==> src/rtl/tws_pkg.sv <==
package tws_pkg;
  localparam int BYTE_W = 8;
  localparam int NIB_W  = 4;
  localparam int CNT_W  = 4;   // counts 0..BYTE_W, saturating
  localparam int PIN_N  = 2;
endpackage

==> src/rtl/tws_sync.sv <==
module tws_sync #(
  parameter int W = 1,
  parameter int STAGES = 2,
  parameter logic [W-1:0] RST_VAL = '1
) (
  input  logic         clk,
  input  logic         rst_n,
  input  logic [W-1:0] d,
  output logic [W-1:0] q
);
  logic [STAGES-1:0][W-1:0] chain;

  always_ff @(posedge clk or negedge rst_n) begin
    if (!rst_n) begin
      chain <= {STAGES{RST_VAL}};
    end else begin
      chain[0] <= d;
      for (int i = 1; i < STAGES; i++) chain[i] <= chain[i-1];
    end
  end

  assign q = chain[STAGES-1];
endmodule

==> src/rtl/tws_frame.sv <==
module tws_frame
  import tws_pkg::*;
#(
  parameter logic [NIB_W-1:0]  DEV_SEL   = 4'h4,
  parameter int                NUM_FUNCS = 4,
  parameter logic [BYTE_W-1:0] READ_CODE = 8'h47
) (
  input  logic              clk,
  input  logic              rst_n,
  input  logic              s_clk,
  input  logic              s_dat,
  input  logic              s_id,
  input  logic [PIN_N-1:0]  s_pins,
  output logic              commit_vld,
  output logic [NIB_W-1:0]  commit_idx,
  output logic [BYTE_W-1:0] commit_data,
  output logic              sda_low
);
  logic              p_clk, p_id;
  logic              in_data, addr_ok, rd_q;
  logic [CNT_W-1:0]  cnt;
  logic [BYTE_W-1:0] shreg, addr_q;
  logic [PIN_N-1:0]  pin_q;

  logic clk_rise, id_rise, id_fall, byte_full, wr_hit;
  assign clk_rise  = s_clk & ~p_clk;
  assign id_rise   = s_id & ~p_id;
  assign id_fall   = ~s_id & p_id;
  assign byte_full = (cnt == CNT_W'(BYTE_W));
  assign wr_hit    = addr_ok && (addr_q[BYTE_W-1:NIB_W] == DEV_SEL)
                  && (int'(addr_q[NIB_W-1:0]) < NUM_FUNCS) && (addr_q != READ_CODE);

  always_ff @(posedge clk or negedge rst_n) begin
    if (!rst_n) begin
      p_clk <= 1'b1;  p_id <= 1'b1;
      in_data <= 1'b0; addr_ok <= 1'b0; rd_q <= 1'b0;
      cnt <= '0; shreg <= '0; addr_q <= '0; pin_q <= '1;
      commit_vld <= 1'b0; commit_idx <= '0; commit_data <= '0;
    end else begin
      p_clk <= s_clk;
      p_id  <= s_id;
      commit_vld <= 1'b0;
      if (id_rise) begin
        // identify edges take priority; a coincident clock edge is dropped
        if (!in_data && cnt != '0) begin
          addr_q  <= shreg;
          addr_ok <= byte_full;
          rd_q    <= byte_full && (shreg == READ_CODE);
          pin_q   <= s_pins;
          in_data <= 1'b1;
          cnt     <= '0;
          shreg   <= '0;
        end
      end else if (id_fall) begin
        if (in_data && byte_full && wr_hit) begin
          commit_vld  <= 1'b1;
          commit_idx  <= addr_q[NIB_W-1:0];
          commit_data <= shreg;
        end
        in_data <= 1'b0;
        rd_q    <= 1'b0;
        cnt     <= '0;
        shreg   <= '0;
      end else if (clk_rise) begin
        shreg <= {s_dat, shreg[BYTE_W-1:1]};
        if (!byte_full) cnt <= cnt + 1'b1;
      end
    end
  end

  // Read answer: bit k presented before the k-th clock rise of the data phase
  assign sda_low = in_data && rd_q && (cnt < CNT_W'(PIN_N)) && !pin_q[cnt[0]];

  a_r8_edge_drops_bit: assert property (@(posedge clk) disable iff (!rst_n)
    (id_rise || id_fall) |=> (cnt == '0));
  a_r3_commit_after_fall: assert property (@(posedge clk) disable iff (!rst_n)
    commit_vld |-> $past(id_fall));
  a_r7_drive_while_high: assert property (@(posedge clk) disable iff (!rst_n)
    sda_low |-> $past(s_id));
  a_r7_read_never_commits: assert property (@(posedge clk) disable iff (!rst_n)
    commit_vld |-> !$past(rd_q));
endmodule

==> src/rtl/tws_regbank.sv <==
module tws_regbank
  import tws_pkg::*;
#(
  parameter int NUM_FUNCS = 4
) (
  input  logic                        clk,
  input  logic                        rst_n,
  input  logic                        wr_vld,
  input  logic [NIB_W-1:0]            wr_idx,
  input  logic [BYTE_W-1:0]           wr_data,
  output logic [NUM_FUNCS*BYTE_W-1:0] regs,
  output logic                        upd_stb,
  output logic [NIB_W-1:0]            upd_idx
);
  logic [BYTE_W-1:0]    mem [NUM_FUNCS];
  logic [NUM_FUNCS-1:0] we;

  for (genvar i = 0; i < NUM_FUNCS; i++) begin : g_reg
    assign we[i] = wr_vld && (wr_idx == NIB_W'(i));
    always_ff @(posedge clk or negedge rst_n) begin
      if (!rst_n)     mem[i] <= '0;
      else if (we[i]) mem[i] <= wr_data;
    end
    assign regs[i*BYTE_W +: BYTE_W] = mem[i];
  end

  always_ff @(posedge clk or negedge rst_n) begin
    if (!rst_n) begin
      upd_stb <= 1'b0;
      upd_idx <= '0;
    end else begin
      upd_stb <= |we;
      if (|we) upd_idx <= wr_idx;
    end
  end

  a_r5_single_target: assert property (@(posedge clk) disable iff (!rst_n)
    $onehot0(we));
  a_r3_hold_without_write: assert property (@(posedge clk) disable iff (!rst_n)
    !(|we) |=> $stable(regs));
  a_r3_strobe_one_cycle: assert property (@(posedge clk) disable iff (!rst_n)
    upd_stb |=> !upd_stb);
endmodule

==> src/rtl/tri_wire_ctl_slave.sv <==
module tri_wire_ctl_slave
  import tws_pkg::*;
#(
  parameter logic [NIB_W-1:0]  DEV_SEL     = 4'h4,
  parameter int                NUM_FUNCS   = 4,
  parameter logic [BYTE_W-1:0] READ_CODE   = 8'h47,
  parameter int                SYNC_STAGES = 2
) (
  input  logic                        clk,
  input  logic                        rst_n,
  input  logic                        bus_clk,
  input  logic                        bus_dat,
  input  logic                        bus_ident,
  input  logic [PIN_N-1:0]            dig_in,
  output logic                        bus_dat_pull_low,
  output logic [NUM_FUNCS*BYTE_W-1:0] reg_vals,
  output logic                        upd_stb,
  output logic [NIB_W-1:0]            upd_idx
);
  localparam int IN_W = PIN_N + 3;

  logic [IN_W-1:0]   raw, synced;
  logic              c_vld;
  logic [NIB_W-1:0]  c_idx;
  logic [BYTE_W-1:0] c_data;

  assign raw = {dig_in, bus_ident, bus_dat, bus_clk};

  tws_sync #(.W(IN_W), .STAGES(SYNC_STAGES), .RST_VAL({IN_W{1'b1}})) u_sync (
    .clk(clk), .rst_n(rst_n), .d(raw), .q(synced)
  );

  tws_frame #(.DEV_SEL(DEV_SEL), .NUM_FUNCS(NUM_FUNCS), .READ_CODE(READ_CODE)) u_frame (
    .clk(clk), .rst_n(rst_n),
    .s_clk(synced[0]), .s_dat(synced[1]), .s_id(synced[2]),
    .s_pins(synced[IN_W-1:3]),
    .commit_vld(c_vld), .commit_idx(c_idx), .commit_data(c_data),
    .sda_low(bus_dat_pull_low)
  );

  tws_regbank #(.NUM_FUNCS(NUM_FUNCS)) u_bank (
    .clk(clk), .rst_n(rst_n),
    .wr_vld(c_vld), .wr_idx(c_idx), .wr_data(c_data),
    .regs(reg_vals), .upd_stb(upd_stb), .upd_idx(upd_idx)
  );

  a_r9_reset_quiet: assert property (@(posedge clk) disable iff (!rst_n)
    $past(!rst_n) |-> (!upd_stb && !bus_dat_pull_low));
endmodule

==> config.mk <==
export PLATFORM = sky130hd
export DESIGN_NAME = tri_wire_ctl_slave
export DESIGN_NICKNAME = d
export VERILOG_FILES = /design/src/rtl/tws_pkg.sv /design/src/rtl/tws_sync.sv /design/src/rtl/tws_frame.sv /design/src/rtl/tws_regbank.sv /design/src/rtl/tri_wire_ctl_slave.sv
export SDC_FILE = /design/constraint.sdc
export NUM_CORES = 1
export LEC_CHECK = 0
export BUFFER_PORTS_ARGS = -buffer_cell sky130_fd_sc_hd__buf_2
export CORE_UTILIZATION = 56
export CTS_CLUSTER_SIZE = 24
export DETAILED_ROUTE_END_ITERATION = 10
export GPL_ROUTABILITY_DRIVEN = 1
export PLACE_DENSITY = 0.78
export SYNTH_ARGS = -nofsm -noshare
export SYNTH_HDL_FRONTEND = slang
export SYNTH_SLANG_ARGS = --single-unit
==> constraint.sdc <==
create_clock -name clk -period 2.09 [get_ports clk]
set_input_delay 0.5225 -clock clk [delete_from_list [all_inputs] [get_ports clk]]
set_output_delay 0.5225 -clock clk [all_outputs]
set_load 0.005 [all_outputs]
==> results.md <==
- Die height: 79.9 um
- LEAKAGE: 2.12 nW
- Cell taking the most area after synthesis: dfrtp_1
- Placed Area: 3760 um^2
- Routed WL per cell: 16.5 um
- NumNets Final: 285
- Critical R2R Capture: u_frame.commit_data[5]$_DFFE_PN0P_
- Worst setup EP type: output pin
- Asr flop ratio synth: 100%
- Global-route wire length before repair: 9.62 mm
- CP arrival: 1.42 ns
- Post-Layout Inst Area: 4000 um^2
- Area Growth Syn to Fin: 17.7%
- Post-synth EDFFs: 0
- Power Total: 3.84 mW
- Status: completed
- Total grt overflow: 0
- H-tree Lvls: 3
- Cell Chain, Critical Path: nor4b_2, and3_1, buf_2
- Synth warn: 0
- Slew Viols, Final: 0
- Area contributors post-synth: dfrtp_1, mux2_2, dfstp_2, mux2_4, a22o_1
- IO Count: 45
- Std-Cell Rows: 28
- CTS tree: done
- Drc violations: 0
- Reg2Reg Depth: 7
- Vias in the first global route: 1873
- Routed length on met2: 2.77 mm
- Clock tree buffer depth: 2
- Pwr per Cell Area: 960 nW/um^2
- Initial Util: 57.7%
- Seq cells post-synth: 87
- Syn Area/Cell: 15.8 um^2
- Yosys top cell area share: 53.8%
- Main flop type after synthesis: dfrtp_1
- Headroom to the max-slew limit: 67.1%
- Initial detailed-routing violation count: 78
- Register area share after synthesis: 64.6%
- Cells after synthesis: 215
- Clock skew: 0.00917 ns
- Max layer used: met4
- WP buf/inv: 1
- Slowest-stage cell, CP: dfrtp_1
- DP HPWL: 3.88 mm
- GRT Overall Usage: 20.6%
- Worst setup SP type: register
- WS Path Type: reg -> out
- Routed met3 length: 174 um
- Register Area: 2190 um^2
- Multi-input gate area: 1160 um^2
- Worst path depth: 3
- Ant. Diodes: 0
- CP max FO: 9
- Worst Setup SP: u_frame.cnt[2]$_DFFE_PN0P_
- Routed Antenna Nets: 0
- Final Cycle Share: 93.0%
- Slowest stage delay, CP: 0.47 ns
- Later-pin clock latency in the skew report: 0.35 ns
- Drt total wl: 5.83 mm
- Final setup violating endpoints: 0
- Hold WC Path Type: in -> async
- Required @ worst endpoint: 1.57 ns
- Chip width: 79.9 um
- Minimum clock period: 1.94 ns
- Post-CTS Resized: 0
- Share of cells above drive strength 1: 53.0%
- F_max: 515 MHz
- Antenna violations before repair: 0
- CTS buffer count: 9
- Largest net degree at the start of global routing: 88
- Die area: 6380 um^2
- Vias per std cell: 5.42
- Final setup TNS: 0 ns
- Placer Congestion: 0.790
- CTS root buf: clkbuf_8
- CP Capture Point: bus_dat_pull_low
- Number of setup buffers added after CTS: 0
- Slew @ Worst Pin: 0.493 ns
- Final Hold Vio Count: 0
- Filler cell count: 427
- DR vias: 1917
- Hold slack: 0.168 ns
- RSZ-0062 raised after global routing: no
- Max cap viols: 0
- Post-Syn Area: 3400 um^2
- IO Port Bufs: 44
- Clk slew on worst S/H paths: 0.09 ns
- Netlist cell types: 41
- Worst r2r src: u_frame.p_id$_DFF_PN1_
- Final Util: 67.9%
- CTS Sinks: 87
- Core Area: 5890 um^2
- Peak supply drop: 530 uV
- Synth Net Count: 226
- Hold buffer count at cts: 0
- DR pass1 iterations: 4
- R2R Setup Slk: 0.15 ns
- Delay-heaviest family, CP: simple AND/OR/NAND/NOR gates
- Met1 Routed Length: 2.76 mm
[placed cells by master, fill, tap and decap left out, types with 2 or more instances in the layout]
cell | netlist | final
o21ai_0 | 5 | 5
mux2_4 | 7 | 7
and2_2 | 2 | 2
nor2_1 | 3 | 3
buf_2 | 1 | 43
clkinvlp_4 | 0 | 2
nand2_1 | 4 | 4
ha_1 | 4 | 4
dfstp_2 | 14 | 14
nand2b_1 | 2 | 2
mux2_2 | 47 | 47
nand3_1 | 4 | 4
buf_4 | 0 | 8
inv_1 | 6 | 6
nor2b_1 | 4 | 4
clkbuf_8 | 0 | 10
a22o_1 | 9 | 9
and2_1 | 2 | 2
dfrtp_1 | 73 | 73
bufinv_16 | 0 | 2
nor3b_4 | 2 | 2
[cells by family after synthesis]
kind of cell    Yosys count  synth area share (%)
compound gates           19                  4.24
simple gates             40                  9.36
buf+inv                  10                  1.36
mux                      55                  19.0
flops                    87                  64.6
fa+ha+maj                 4                  1.47
[worst min path at each step]
stage                             endpoint  cells after the start
2_1_floorplan   u_bank.regs[0]$_DFFE_PN0P_                      0
3_3_place_gp         u_sync.q[4]$_DFF_PN1_                      0
3_5_place_dp         u_sync.q[1]$_DFF_PN1_                      0
4_1_cts        u_bank.regs[30]$_DFFE_PN0P_                      2
5_1_grt        u_bank.regs[31]$_DFFE_PN0P_                      2
6_report       u_bank.regs[31]$_DFFE_PN0P_                      2
[layer usage]
layer	vias to the layer above	track usage, %
li1	888	-
met2	41	30.3
met4	0	10.7
met5	-	0
met1	977	29.1
met3	11	3.89
[through the flow]
step           cells  setup slack, ns
4_1_cts          354           0.0636
5_1_grt          354           0.0208
6_report         354            0.147
2_1_floorplan    215            0.221
3_3_place_gp     338            0.204
3_5_place_dp     338            0.157
[final cells by class]
class,instances,area share (%)
inverter,6,0.563
clock inverter,6,2.32
clock buffer,10,3.44
multi-input combinational,118,29.1
tap,75,2.35
sequential,87,54.9
timing repair buffer,52,7.38
[power breakdown]
group	total [mW]	internal, mW	leakage (nW)	switching (mW)
logic	0.494	0.266	0.859	0.229
registers	2.03	1.86	1.16	0.167
clock network	1.32	0.712	0.109	0.604
total	3.84	2.84	2.12	1.00
[state kept, by name (all words and copies together) (netlist names)]
signal	count
u_frame.pin_q	2
u_frame.p_clk	1
u_bank.upd_stb	1
u_frame.shreg	8
u_frame.commit_idx	4
u_bank.regs	32
u_bank.upd_idx	4
u_frame.in_data	1
u_sync.q	5
u_frame.commit_vld	1
u_frame.addr_ok	1
u_frame.commit_data	8
u_sync.chain	5
u_frame.addr_q	8
u_frame.rd_q	1
u_frame.cnt	4
u_frame.p_id	1
[cell usage after synthesis, types with 2 or more instances]
cell type	n
o21ai_0	5
a22o_1	9
mux2_2	47
nor3b_4	2
clkbuf_1	2
and2_2	2
nor2b_1	4
nor2_1	3
nand3_1	4
nand2b_1	2
mux2_4	7
nand2_1	4
ha_1	4
nor4b_1	2
inv_1	6
dfrtp_1	73
and2_1	2
dfstp_2	14
(Power assumes the default switching activity.)
